<file path="src/rtl/refsel_pkg.sv">
package refsel_pkg;
    typedef enum logic [1:0] {
        MODE_FREE = 2'd0,
        MODE_LOCK = 2'd1,
        MODE_HOLD = 2'd2
    } mode_e;

    localparam logic [1:0] BW_14HZ  = 2'd0;
    localparam logic [1:0] BW_28HZ  = 2'd1;
    localparam logic [1:0] BW_56HZ  = 2'd2;
    localparam logic [1:0] BW_890HZ = 2'd3;

    localparam logic [1:0] BWM_NARROW = 2'd0;
    localparam logic [1:0] BWM_MEDIUM = 2'd1;
endpackage

</file>
<file path="src/rtl/refsel_pick.sv">
// Finds the most preferred qualified reference; ties go to the lower index.
module refsel_pick #(
    parameter  int NUM_REF = 8,
    parameter  int PRIO_W  = 3,
    localparam int IDX_W   = $clog2(NUM_REF)
) (
    input  logic [NUM_REF-1:0]        ref_ok_i,
    input  logic [NUM_REF*PRIO_W-1:0] prio_i,
    output logic [IDX_W-1:0]          best_idx_o,
    output logic                      any_ok_o
);
    logic [PRIO_W-1:0] best_p;

    always_comb begin
        best_idx_o = '0;
        any_ok_o   = 1'b0;
        best_p     = '0;
        for (int i = 0; i < NUM_REF; i++) begin
            if (ref_ok_i[i] && (!any_ok_o || prio_i[i*PRIO_W +: PRIO_W] < best_p)) begin
                any_ok_o   = 1'b1;
                best_p     = prio_i[i*PRIO_W +: PRIO_W];
                best_idx_o = IDX_W'(i);
            end
        end
    end
endmodule

</file>
<file path="src/rtl/refsel_bw.sv">
// Maps the bandwidth mode and the active reference frequency to a code.
module refsel_bw
    import refsel_pkg::*;
#(
    parameter int FREQ_W     = 17,
    parameter int WB_HI_KHZ  = 64,
    parameter int WB_MID_KHZ = 8
) (
    input  logic [1:0]        bw_mode_i,
    input  logic [FREQ_W-1:0] freq_i,
    output logic [1:0]        code_o
);
    always_comb begin
        if (bw_mode_i == BWM_NARROW) begin
            code_o = BW_14HZ;
        end else if (bw_mode_i == BWM_MEDIUM) begin
            code_o = BW_28HZ;
        end else if (freq_i >= FREQ_W'(WB_HI_KHZ)) begin
            code_o = BW_890HZ;
        end else if (freq_i >= FREQ_W'(WB_MID_KHZ)) begin
            code_o = BW_56HZ;
        end else begin
            code_o = BW_14HZ;
        end
    end
endmodule

</file>
<file path="src/rtl/refsel_ctrl.sv">
module refsel_ctrl
    import refsel_pkg::*;
#(
    parameter  int NUM_REF    = 8,
    parameter  int PRIO_W     = 3,
    parameter  int FREQ_W     = 17,
    parameter  int WB_HI_KHZ  = 64,
    parameter  int WB_MID_KHZ = 8,
    localparam int IDX_W      = $clog2(NUM_REF)
) (
    input  logic                      clk,
    input  logic                      rst_n,
    input  logic                      enable_i,
    input  logic [NUM_REF-1:0]        ref_ok_i,
    input  logic [NUM_REF*PRIO_W-1:0] prio_i,
    input  logic                      revert_i,
    input  logic                      manual_i,
    input  logic [IDX_W-1:0]          man_idx_i,
    input  logic                      hitless_en_i,
    input  logic                      lock_i,
    input  logic [1:0]                bw_mode_i,
    input  logic [NUM_REF*FREQ_W-1:0] freq_khz_i,
    output logic [IDX_W-1:0]          sel_idx_o,
    output logic [1:0]                mode_o,
    output logic [1:0]                bw_code_o,
    output logic                      hitless_req_o
);
    typedef struct packed {
        logic [IDX_W-1:0] sel;
        mode_e            mode;
        logic             hist;
        logic [1:0]       bw;
        logic             hit;
    } state_t;

    localparam state_t IDLE_ST = '{sel: '0, mode: MODE_FREE, hist: 1'b0, bw: BW_14HZ, hit: 1'b0};

    state_t st_d, st_q;

    logic [PRIO_W-1:0] prio_a [NUM_REF];
    logic [FREQ_W-1:0] freq_a [NUM_REF];

    for (genvar g = 0; g < NUM_REF; g++) begin : g_unpack
        assign prio_a[g] = prio_i[g*PRIO_W +: PRIO_W];
        assign freq_a[g] = freq_khz_i[g*FREQ_W +: FREQ_W];
    end

    logic [IDX_W-1:0] best_idx;
    logic             any_ok;

    refsel_pick #(.NUM_REF(NUM_REF), .PRIO_W(PRIO_W)) u_pick (
        .ref_ok_i   (ref_ok_i),
        .prio_i     (prio_i),
        .best_idx_o (best_idx),
        .any_ok_o   (any_ok)
    );

    // Next selected index
    logic [IDX_W-1:0] nsel_d;
    logic             cur_ok;
    logic             better;

    always_comb begin
        cur_ok = ref_ok_i[st_q.sel];
        better = revert_i && any_ok && (prio_a[best_idx] < prio_a[st_q.sel]);
        if (manual_i) begin
            nsel_d = man_idx_i;
        end else if (cur_ok && !better) begin
            nsel_d = st_q.sel;
        end else if (any_ok) begin
            nsel_d = best_idx;
        end else begin
            nsel_d = st_q.sel;
        end
    end

    logic [1:0] bw_next;

    refsel_bw #(.FREQ_W(FREQ_W), .WB_HI_KHZ(WB_HI_KHZ), .WB_MID_KHZ(WB_MID_KHZ)) u_bw (
        .bw_mode_i (bw_mode_i),
        .freq_i    (freq_a[nsel_d]),
        .code_o    (bw_next)
    );

    always_comb begin
        st_d = st_q;
        if (!enable_i) begin
            st_d = IDLE_ST;
        end else begin
            st_d.sel = nsel_d;
            if (ref_ok_i[nsel_d] && lock_i) begin
                st_d.mode = MODE_LOCK;
            end else if (st_q.hist) begin
                st_d.mode = MODE_HOLD;
            end else begin
                st_d.mode = MODE_FREE;
            end
            st_d.hist = st_q.hist || (st_d.mode == MODE_LOCK);
            st_d.bw   = bw_next;
            st_d.hit  = hitless_en_i && (nsel_d != st_q.sel);
        end
    end

    always_ff @(posedge clk) begin
        if (!rst_n) begin
            st_q <= IDLE_ST;
        end else begin
            st_q <= st_d;
        end
    end

    assign sel_idx_o     = st_q.sel;
    assign mode_o        = st_q.mode;
    assign bw_code_o     = st_q.bw;
    assign hitless_req_o = st_q.hit;
endmodule

</file>
<file path="config.mk">
export PLATFORM = sky130hd
export DESIGN_NAME = refsel_ctrl
export DESIGN_NICKNAME = d
export VERILOG_FILES = /design/src/rtl/refsel_pkg.sv /design/src/rtl/refsel_pick.sv /design/src/rtl/refsel_bw.sv /design/src/rtl/refsel_ctrl.sv
export SDC_FILE = /design/constraint.sdc
export NUM_CORES = 1
export LEC_CHECK = 0
export ABC_AREA = 1
export CORE_MARGIN = 3
export CORE_UTILIZATION = 37
export DETAILED_ROUTE_END_ITERATION = 16
export PLACE_DENSITY = 0.83
export SYNTH_ARGS = -nofsm -noshare
export SYNTH_HDL_FRONTEND = slang
export SYNTH_SLANG_ARGS = --single-unit
export TNS_END_PERCENT = 30
</file>
<file path="constraint.sdc">
create_clock -name clk -period 10.4 [get_ports clk]
set_clock_uncertainty 0.15 [all_clocks]
set_input_delay 1.04 -clock clk [delete_from_list [all_inputs] [get_ports clk]]
set_output_delay 1.04 -clock clk [all_outputs]
set_load 0.02 [all_outputs]
</file>
# Word-level counts from Yosys, hierarchy flattened
# Index checks and enable logic that the tools add are counted.
[word_totals] out_inout_bits=8 input_bits=180 wordCells=105 ff_bits=9
[op_classes] reduce_logical=32 bitwise_logic=5 magnitude_cmp=15 muxes=44 n_eq_ne=3
[op_table] op="$mux 3" count=18
[op_table] op="$bmux 17 s3" count=1
[op_table] op="$mux 17" count=2
[op_table] op="$lt 3x3->1" count=8
[op_table] op="$bmux 3 s3" count=2
[op_table] op="$ge 17x4->1 const B" count=1
[op_table] op="$ge 17x7->1 const B" count=1
[op_table] op="$mux 2" count=7
[op_table] op="$ge 4x4->1 const B" count=3
[op_table] op="$logic_and 1x1->1" count=12
[op_table] op="$mux 1" count=12
[op_table] op="$not 3->4" count=3
[op_table] op="$logic_not 1->1" count=8
[op_table] op="$logic_or 1x1->1" count=8
[op_table] op="$lt 3x4->1 const B" count=2
[op_table] op="$bmux 1 s3" count=2
[op_table] op="$eq 2x1->1 const B" count=2
[op_table] op="$reduce_or 4->1" count=1
[op_table] op="$ne 3x3->1" count=1
[op_table] op="$reduce_or 3->1" count=1
[op_table] op="$logic_not 2->1" count=1
[op_table] op="$not 1->1" count=2
[op_table] op="$reduce_and 2->1" count=1

# Logic depth before layout (Yosys ltp)
[depth] depth_word=47 ltp_mapped=89 ltp_nobuf=87

# Cells and area by module
# Synthesis repeated with hierarchy kept, for this count alone.
[unflattened] hier_cells=622 area_unflattened_um2=3286.9
[modules_own_cells] module="refsel_ctrl" seq_area_each_um2=180.2 cells_per_inst=457 instances=1 area_each_um2=2367.3
[modules_own_cells] module="refsel_pick" seq_area_each_um2=0.0 cells_per_inst=146 instances=1 area_each_um2=835.8
[modules_own_cells] module="refsel_bw" seq_area_each_um2=0.0 cells_per_inst=19 instances=1 area_each_um2=83.8

# Worst setup path before layout
# Ideal clock, no wire load.
[synth_path] path_type="input to register" startpoint="input port prio_i[2]" endpoint="register st_q, in the netlist bw_code_o[1]" setup_slack_ns=1.146 path_buffers=2 t_arrival_ns=8.992 setup_time_ns=0.111 t_required_ns=10.139 path_stages=68 cell_sequence="nand2_1 > ha_1 > a21oi_1 > nand2_1 > nand2_2 > nand2_2 > o21ai_0 > ha_1 > a21oi_1 > nand2_1 > nand2_2 > nand2_4 > o21ai_0 > ha_1 > a21oi_1 > nand2_1 > nand2_2 > nand2_4 > (+32 left out) > ha_1 > nand2_1 > nand4_1 > inv_1 > nand2_2 > nand2_2 > nand2_1 > nand2_1 > nand2_1 > nand2_2 > buf_6 > nand3_1 > nand3_1 > nand2_1 > nor2_1 > nand2_1 > nor2_1 > nor2_1"
[synth_between] elab_chain_len=46
[synth_lines] element="from (decl)" line="refsel_ctrl.sv:15" source="input logic [NUM_REF*PRIO_W-1:0] prio_i,"
[synth_lines] element="$mux 3" line="refsel_pick.sv:19" source="if (ref_ok_i[i] && (!any_ok_o || prio_i[i*PRIO_W +: PRIO_W] < best_p)) begin"
[synth_lines] element="$lt 3x3->1" line="refsel_pick.sv:19"
[synth_lines] element="$logic_or 1x1->1" line="refsel_pick.sv:19"
[synth_lines] element="$logic_and 1x1->1" line="refsel_pick.sv:19"
[synth_lines] element="$mux 3 / $mux 1 (equally long branches)" line="refsel_pick.sv:19"
[synth_lines] element="$lt 3x3->1 / $logic_not 1->1 (equally long branches)" line="refsel_pick.sv:19"
[synth_lines] element="$logic_or 1x1->1" line="refsel_pick.sv:19"
[synth_lines] element="$logic_and 1x1->1" line="refsel_pick.sv:19"
[synth_lines] element="(+29 left out)"
[synth_lines] element="$mux 3 *" line="refsel_ctrl.sv:68" source="end else if (cur_ok && !better) begin"
[synth_lines] element="$mux 3 *" line="refsel_ctrl.sv:66" source="if (manual_i) begin"
[synth_lines] element="$not 3->4 (not written as such) *" line="refsel_ctrl.sv:81" source=".freq_i (freq_a[nsel_d]),"
[synth_lines] element="$bmux 17 s3 *" line="refsel_ctrl.sv:81"
[synth_lines] element="$mux 17 (not written as such) * (2 in series)" line="refsel_ctrl.sv:81"
[synth_lines] element="$ge 17x4->1" line="refsel_bw.sv:20" source="end else if (freq_i >= FREQ_W'(WB_MID_KHZ)) begin"
[synth_lines] element="$mux 2" line="refsel_bw.sv:20"
[synth_lines] element="$mux 2 *" line="refsel_bw.sv:18" source="end else if (freq_i >= FREQ_W'(WB_HI_KHZ)) begin"
[synth_lines] element="to (signal assigned)" line="refsel_ctrl.sv:108" source="st_q <= st_d;"
[synth_lines] element="to (decl)" line="refsel_ctrl.sv:38" source="state_t st_d, st_q;"
# Every way passes the cells marked *; elsewhere a longest branch is shown, timed or not. The select of a mux whose other input is x is not followed.
# A chain may end at the register's enable or synchronous reset.

# Worst setup path in the final report
# Same ends and word-level chain as after synthesis.

==> results.cfg <==
[layout]
final_cell_mix = 180 x clkdlybuf4s50_1, 143 x nand2_1, 84 x nand3_1
antennaDiodeCount = 0
area.growth.synth_to_final_pct = 83.84
num-fill-cells = 601
num-nets-final = 920
final_common_cell = clkdlybuf4s50_1
final_cell_area_sq_mm = 0.005180
drive_gt1_frac = 0.1369

[drt]
drt_first_iter_violations = 257
ant_nets = 0
drtPass1Iterations = 5
num_vias = 4433
detail_route.wl_per_cell_um = 15.77
vias_per_cell = 5.393
post-route-drc-count = 0
routed_wl_mm = 12.96

[synthesis]
muxShareOfSynthArea = 0
synth-edff-count = 0
synth_fa_ha_area_frac = 0.07105
synth.yosys.seq_area_share = 0.06394
synth_simple_gate_area_frac = 0.5595
synth-xor-area-share = 0.003108
syn-cell-area_sq_mm = 0.002818
synth_warnings = 0
ys_ff_latch = 9
async_flop_share = 0
ys_types = 37
synth_nets = 723
ys_dominant_reg_cell = dfxtp_1
postSynthCellCount = 527
synth_compound_area_frac = 0.1772
syn_area_per_cell_sq_um = 5.347
synth_top_family_by_area = simple AND/OR/NAND/NOR gates

[placement]
port_buffers = 187
place.detailed.hpwl_mm = 10.26
dpl_cell_area_sq_mm = 0.004718
routabilityCongestion = 0.9865

[job]
drv_cap = 0

[clocking]
cts.htree.levels = 1
cts_max_path_buffers = 2
cts.sinks = 9
numCtsBuffers = 3
clock_latency_ns = 0.24
root_buffer = clkbuf_8
cts_tree = done
clk_pin_slew_ns = 0.05

[power_and_ir_drop]
p_leak_nw = 2.379
power.density_mw_per_mm2 = 122.4
ir_drop_v = 0.00006179

[setup_path]
worstSetupPathType = in -> reg
critPathArrivalTime_ns = 9.83
path_max_fanout = 8
cp_common_cell = nand2_1
r2r_start = sel_idx_o[0]
critPathLaunch = prio_i[2]
crit_path_end_kind = register
critPathBufInv = 9
slowest_delay_ns = 0.35
cpLargestDelayFamily = simple AND/OR/NAND/NOR gates
crit_required_ns = 10.39
cp-start-kind = input port
cp_slowest_cell = ha_1

[outcome]
status = completed

[die]
initial_utilization = 0.3844
dieArea_sq_mm = 0.008698
die_x_um = 93.27
num_rows = 31
core_area_sq_mm = 0.007331
io_pins = 188
die_y_um = 93.27

[sta]
finalCriticalPeriod_ns = 9.840
period_share = 0.9462
tightest_slew_ns = 1.293
hold_viol_final = 0
finalSetupTns_ns = 0
slew_violations = 0
fmax_mhz = 101.6
setup_violations = 0
slew_headroom = 0.1291

[grt]
grt_pass1_wl_mm = 18.77
grt_max_degree = 31
grt_usage = 0.2609
grt_pass1_vias = 4091
antenna_found_initial = 1
overflow = 0

[min_path]
hold_start = st_q[3]
worstHoldPathType = reg -> reg
-- per-layer routing --
layer,global-route usage,up-vias,share of wire
li1,-,2173,-
met1,0.3155,1967,0.37
met2,0.4943,251,0.52
met3,0.02816,40,0.078
met4,0.04884,2,0.029
met5,0,-,0.00069
-- timing repair --
item | in CTS | in global routing
hold buffers | 0 | 0
gates resized for setup | 6 | 63
cloned | 0 | 5
endpoints found under the setup margin | 6 | 9
pin swaps | 0 | 23
setup buffers | 0 | 17
-- state kept, by name, summed over array words and instances, names as in the netlist --
signal and count:
st_q 1, sel_idx_o 3, mode_o 2, hitless_req_o 1, bw_code_o 2
-- per-stage QoR --
stage          setup slack [ns]  hold WS [ns]  utilization  power (mW)  cells
3_5_place_dp            -0.5561        0.3158       0.6436      0.4812    796
6_report                 0.5598        0.3150       0.7066      0.6340    822
2_1_floorplan             1.146        0.2846            -      0.3433    527
3_3_place_gp            0.04700        0.2960       0.6436      0.4689    796
4_1_cts                 0.03122        0.3219       0.6508      0.5260    800
5_1_grt                 -0.1135        0.3462       0.7066      0.6900    822
-- worst paths after layout --
kind	depth (start not counted)	slack [ns]	end
max	79	0.56	bw_code_o[1]
min	2	0.31	mode_o[1]
max reg2reg	22	6.29	bw_code_o[1]
min reg2reg	2	0.31	mode_o[1]
-- layout make-up --
cell class                 instances  area [sq um]  area share
clock buffer                       4         45.04    0.008696
inverter                          54         225.2     0.04348
multi-input combinational        444          2485      0.4797
sequential                         9         180.2     0.03478
tap                               99         123.9     0.02391
timing repair buffer             212          2121      0.4094
-- worst register-to-register path, delay by kind of cell, from the launching register on --
kind / cells / cell delay (ns)
AO/OA/AOI/OAI: 4 / 0.65
adder cells (fa/ha/maj): 1 / 0.27
buffers and inverters: 2 / 0.63
flip-flops: 1 / 0.88
AND/OR/NAND/NOR: 15 / 1.41
-- power by group --
part,leakage [nW],switching (mW),internal [mW],total (mW)
sequential,0.0738,0.00584,0.0375,0.0434
clock,0.0228,0.0147,0.0268,0.0415
combinational,2.28,0.301,0.248,0.549
-- cell families after synthesis --
family	count (synthesis)
compound gates	87
xor+xnor	1
fa+ha+maj	16
buf+inv	78
flops	9
simple gates	336
-- cell usage after synthesis (2+ instances only) --
library cell  count  area, sq um
nor2_1           35        131.4
ha_1             16        200.2
dfxtp_1           9        180.2
a21oi_4           2        32.53
nand3_1          87        435.4
buf_2             4        20.02
nor3_1            8        40.04
or2_1             4        25.02
buf_4            10        75.07
clkbuf_1          6        22.52
nand2_1         152        570.6
a31oi_1           5        31.28
or4_1             2        15.01
nand2_2          18        112.6
nand3_2           2        20.02
buf_1             2        7.510
o21ai_1          11        55.05
o21ai_0          30        150.1
inv_1            51        191.4
a221oi_1          2        17.52
nand2_4           8        90.09
or2_2             4        25.02
a21oi_1          27        135.1
o211ai_1          5        37.54
nor4_1           14        87.58
buf_6             2        22.52
(Power assumes the default switching activity.)
